$ cat src/rtl/serial_dac_frontend.sv
module serial_dac_frontend #(
  parameter int CODE_W = 14,
  parameter int SUB_W  = 2,
  parameter int SYNC_N = 2
) (
  input  logic              clk,
  input  logic              rst_n,
  input  logic              cs_n_pin,
  input  logic              sck_pin,
  input  logic              sdi_pin,
  input  logic              load_n_pin,
  input  logic              mode_pin,
  output logic [CODE_W-1:0] code_q,
  output logic              update_pulse,
  output logic              frame_err,
  output logic              subbit_nz
);
  localparam int FRAME_W = CODE_W + SUB_W;
  localparam int CNT_W   = $clog2(FRAME_W + 1);
  localparam logic [CNT_W-1:0] FULL = CNT_W'(FRAME_W);
  // pin order in vectors: {mode, load_n, sdi, sck, cs_n}
  localparam logic [4:0] IDLE = 5'b01001;

  logic [SYNC_N-1:0][4:0] sync;
  logic [4:0] s, prev;

  always_ff @(posedge clk or negedge rst_n) begin
    if (!rst_n) begin
      sync <= {SYNC_N{IDLE}};
      prev <= IDLE;
    end else begin
      sync <= {sync[SYNC_N-2:0], {mode_pin, load_n_pin, sdi_pin, sck_pin, cs_n_pin}};
      prev <= s;
    end
  end

  assign s = sync[SYNC_N-1];

  logic cs_high, cs_fall, cs_rise, sck_rise, load_fall, mode4, sdi;
  assign cs_high   = s[0];
  assign cs_fall   = !s[0] && prev[0];
  assign cs_rise   = s[0] && !prev[0];
  assign sck_rise  = s[1] && !prev[1];
  assign sdi       = s[2];
  assign load_fall = !s[3] && prev[3];
  assign mode4     = s[4];

  logic [FRAME_W-1:0] shreg;
  logic [CNT_W-1:0]   bit_cnt;

  always_ff @(posedge clk or negedge rst_n) begin
    if (!rst_n) begin
      shreg   <= '0;
      bit_cnt <= '0;
    end else if (cs_fall) begin
      bit_cnt <= '0;
    end else if (!cs_high && sck_rise && bit_cnt != FULL) begin
      shreg   <= {shreg[FRAME_W-2:0], sdi};
      bit_cnt <= bit_cnt + 1'b1;
    end
  end

  logic frame_ok, frame_bad;
  assign frame_ok  = cs_rise && bit_cnt == FULL;
  assign frame_bad = cs_rise && bit_cnt != FULL;

  logic [CODE_W-1:0] pend;
  logic              pend_v;

  always_ff @(posedge clk or negedge rst_n) begin
    if (!rst_n) begin
      code_q       <= '0;
      pend         <= '0;
      pend_v       <= 1'b0;
      update_pulse <= 1'b0;
      frame_err    <= 1'b0;
      subbit_nz    <= 1'b0;
    end else begin
      update_pulse <= 1'b0;
      if (frame_bad) frame_err <= 1'b1;
      if (frame_ok) begin
        subbit_nz <= |shreg[SUB_W-1:0];
        if (mode4) begin
          pend   <= shreg[FRAME_W-1:SUB_W];
          pend_v <= 1'b1;
        end else begin
          code_q       <= shreg[FRAME_W-1:SUB_W];
          update_pulse <= 1'b1;
        end
      end else if (mode4 && load_fall && cs_high && pend_v) begin
        code_q       <= pend;
        pend_v       <= 1'b0;
        update_pulse <= 1'b1;
      end
    end
  end


  pulse_single_chk: assert property (@(posedge clk) disable iff (!rst_n)
    update_pulse |=> !update_pulse);


  latch_flagged_chk: assert property (@(posedge clk) disable iff (!rst_n)
    !$stable(code_q) |-> update_pulse);


  err_sticky_chk: assert property (@(posedge clk) disable iff (!rst_n)
    frame_err |=> frame_err);


  load_cs_high_chk: assert property (@(posedge clk) disable iff (!rst_n)
    !$stable(code_q) |-> $past(cs_high));


  pend_used_chk: assert property (@(posedge clk) disable iff (!rst_n)
    (update_pulse && $past(mode4)) |-> !pend_v);


  cnt_bound_chk: assert property (@(posedge clk) disable iff (!rst_n)
    (bit_cnt == FULL && !cs_fall) |=> bit_cnt == FULL);
endmodule

$ cat config.mk
export PLATFORM = sky130hd
export DESIGN_NAME = serial_dac_frontend
export DESIGN_NICKNAME = d
export VERILOG_FILES = /design/src/rtl/serial_dac_frontend.sv
export SDC_FILE = /design/constraint.sdc
export NUM_CORES = 1
export LEC_CHECK = 0
export ABC_AREA = 1
export CORE_ASPECT_RATIO = 0.9
export CORE_MARGIN = 4
export CORE_UTILIZATION = 40
export CTS_CLUSTER_DIAMETER = 200
export DETAILED_ROUTE_END_ITERATION = 6
export GPL_TIMING_DRIVEN = 1
export PLACE_DENSITY = 0.57
export SLEW_MARGIN = 20
export SYNTH_ARGS = -nofsm -noshare
export SYNTH_HDL_FRONTEND = slang
export SYNTH_SLANG_ARGS = --single-unit
export TNS_END_PERCENT = 20
$ cat constraint.sdc
create_clock -name clk -period 1.4 [get_ports clk]
set_input_delay 0.28 -clock clk [delete_from_list [all_inputs] [get_ports clk]]
set_output_delay 0.28 -clock clk [all_outputs]
set_load 0.02 [all_outputs]
==> flow_summary_export.csv <==
group,metric,value,unit
critical_path,ff2ff_path_depth,7,
critical_path,worst-path-max-fanout,7,
critical_path,cp_slowest_stage_delay,0.57,ns
critical_path,r2r-end,"pend[1]",
worst_hold_path,hold_start,"load_n_pin",
yosys,yosysTopAreaCell,"dfrtp_1",
cells_and_area,nets,359,
yosys,synthesis.nets,309,
critical_path,rr_startpoint,"s[0]",
yosys,synthArstFlopShare,100,%
sta,fin_crit_sh,106,%
die,dieHeight,87.7,um
global_routing,track_usage,14.4,%
sta,clock.fmax,0.676,GHz
global_routing,grt_pass1_wl,9210,um
detailed_routing,drtAntennaViolNets,0,
sta,setup_slack,-0.0802,ns
sta,drv_slew,0,
yosys,synthTopCellsByCount,"nand2_1 (113), dfrtp_1 (60), inv_1 (24), nand3_1 (17)",
placement,io_buffers,23,
critical_path,worstPathRequired,1.63,ns
sta,tightest_slew,0.347,ns
yosys,synth_flop_cell,"dfrtp_1",
flow_run,cap_viol_max_count,0,
die,die-area,0.00846,mm^2
yosys,syn_inst,300,
sta,period_minus_slack,1.48,ns
worst_hold_path,min_to,"sync[3]",
yosys,ys_warn_count,0,
outcome,outcome,"finished with violations",
yosys,ys_ff_latch,66,
yosys,ys_seq_area_share,58.8,%
clock_tree,path_clk_slew,0.06,ns
clock_tree,cts_tree,"yes",
detailed_routing,wirelength,5740,um
critical_path,cp-end-kind,"flop",
sta,relSlewSlack,76.9,%
pwr,max-vdd-ir-drop,0.590,mV
yosys,synth_most_common_cell,"nand2_1",
placement,gp_routability_congestion,0.780,
detailed_routing,first_pass_iters,4,
critical_path,path_cells,"inv_4, nor2_8, nand4_1, buf_6, clkbuf_16, nand2_2, o21ai_2",
global_routing,grt_max_degree,67,
detailed_routing,viasPerCell,4.71,
detailed_routing,wire_per_inst,12.9,um
clock_tree,numCtsBuffers,9,
cells_and_area,fillers,618,
critical_path,reg2reg_slack,-0.08,ns
die,pin_count,24,
global_routing,gr-total-overflow,0,
yosys,synth.cell_area,0.00282,mm^2
critical_path,critical_path.startpoint_type,"flop",
pwr,p_per_area,1040,mW/mm^2
die,coreArea,0.00673,mm^2
sta,fin_hold_ws,0.348,ns
cells_and_area,fin_util,55.1,%
yosys,avgSynthCellArea,9.40,um^2
critical_path,crit_arrival,1.71,ns
placement,hpwlAfterDp,3590,um
outcome,violations,"negative setup slack",
clock_tree,cts_root_buffer,"clkbuf_8",
critical_path,critical_path.top_delay_family,"flip-flops",
sta,rsz0062_at_grt,"yes",
die,fp-row-count,28,
clock_tree,clock_sinks,66,
die,die_x,96.5,um
critical_path,crit_buf_inv,3,
yosys,yosys-top-cells-area,"dfrtp_1 (53%), nand2_1 (15%), dfstp_2 (5.6%)",
critical_path,critPathSlowestCell,"dfstp_2",
pwr,power,3.87,mW
detailed_routing,route.detailed.drc,0,
global_routing,antenna_found_initial,0,
critical_path,critical_path_class,"reg -> reg",
cells_and_area,drive_above_1_share,25.1,%
detailed_routing,drt_iter0_drc,65,
global_routing,grt_pass1_vias,1960,
detailed_routing,vias,2098,
die,start_util,41.9,%
worst_hold_path,hold_class,"in -> reg",
pwr,static-leakage-power,1.89,nW
sta,hold_viol_final,0,
clock_tree,cts_buffer_depth,2,
sta,skew,0.00609,ns
cells_and_area,area_growth,31.4,%
cells_and_area,num_antenna_cells,0,
clock_tree,clkLatencyLatePin,0.34,ns
yosys,synth_edf_count,0,
sta,setup_viol,16,
clock_tree,htree_levels,3,
worst_hold_path,hold_path_depth,1,
yosys,synth_top_area_share,53.2,%
yosys,synth_cell_types,25,
## how the worst max path moves through the flow
stage	startpoint	endpoint	cells past startpoint
2_1_floorplan	bit_cnt[1]	pend[10]	9
6_report	s[0]	pend[1]	7
3_5_place_dp	bit_cnt[1]	pend[7]	8
5_1_grt	s[0]	pend[12]	7
4_1_cts	s[0]	pend[6]	6
3_3_place_gp	s[0]	code_q[1]	8
## registers in the layout (all words and copies together) (netlist names)
name	count
s	5
prev	3
shreg	16
subbit_nz	1
update_pulse	1
bit_cnt	5
frame_err	1
code_q	14
sync	5
pend	14
pend_v	1
## logic make-up (layout without fill, tap and decap cells)
family                   count (synthesis)  count (layout)  share of synthesized area [%]
AO/OA/AOI/OAI                           30              30                           6.08
XOR/XNOR                                 2               2                          0.621
adder cells (fa/ha/maj)                  2               2                          0.887
buffers and inverters                   40              95                           7.01
flip-flops                              66              66                           58.8
multiplexers                             1               1                          0.355
AND/OR/NAND/NOR                        159             159                           26.3
## layout by cell type, fill, tap and decap left out, types with 4 or more instances in the layout
master / synthesis / final
dfrtp_1: 60 / 60
clkdlybuf4s50_1: 0 / 5
inv_2: 2 / 4
buf_4: 5 / 16
dfstp_2: 6 / 6
nand2_2: 1 / 15
nand4_1: 16 / 16
dlygate4sd2_1: 0 / 17
clkbuf_8: 0 / 14
o21ai_1: 16 / 19
o21ai_2: 5 / 7
buf_12: 0 / 5
nor2_1: 5 / 5
nand3_1: 17 / 16
nand2_1: 113 / 98
buf_6: 3 / 4
inv_1: 24 / 20
## per-layer routing
| layer | up-vias | track usage (%) | wire (um) |
|---|---|---|---|
| met2 | 39 | 21.0 | 2620 |
| met4 | 0 | 5.35 | 59 |
| met1 | 991 | 19.8 | 2790 |
| met5 | - | 0 | 0 |
| li1 | 1061 | - | - |
| met3 | 7 | 5.15 | 277 |
## power by group
| part | switching, mW | total [mW] | internal [mW] |
|---|---|---|---|
| logic | 0.156 | 0.267 | 0.111 |
| registers | 0.0579 | 2.05 | 1.99 |
| clock network | 0.671 | 1.55 | 0.884 |
| total | 0.885 | 3.87 | 2.98 |
## area by class of cell
| type | count | area, um^2 | area share (%) |
|---|---|---|---|
| clock buffers | 15 | 196 | 5.30 |
| clock inverters | 1 | 5.00 | 0.135 |
| inverters | 26 | 105 | 2.83 |
| multi-input cells | 194 | 1060 | 28.6 |
| flip-flops and latches | 66 | 1660 | 44.8 |
| well taps | 90 | 113 | 3.04 |
| repair buffers | 53 | 569 | 15.4 |
## stage by stage
stage          TNS (ns)  worst slack [ns]  area, um^2  instances
2_1_floorplan         0           0.00386        2840        300
3_3_place_gp          0            0.0272        3290        419
3_5_place_dp   -0.00246          -0.00189        3290        419
4_1_cts         -0.0910           -0.0533        3490        436
5_1_grt           -3.96            -0.139        3710        445
6_report         -0.945           -0.0802        3710        445
## what timing repair did
item	CTS	global route
setup endpoints to repair	30	49
hold endpoints to repair	60	0
gates resized for setup	19	34
pin swaps	0	4
cloned	0	4
hold buffers	1	0
setup buffers	0	5
Power figures use the tool's default switching activity.
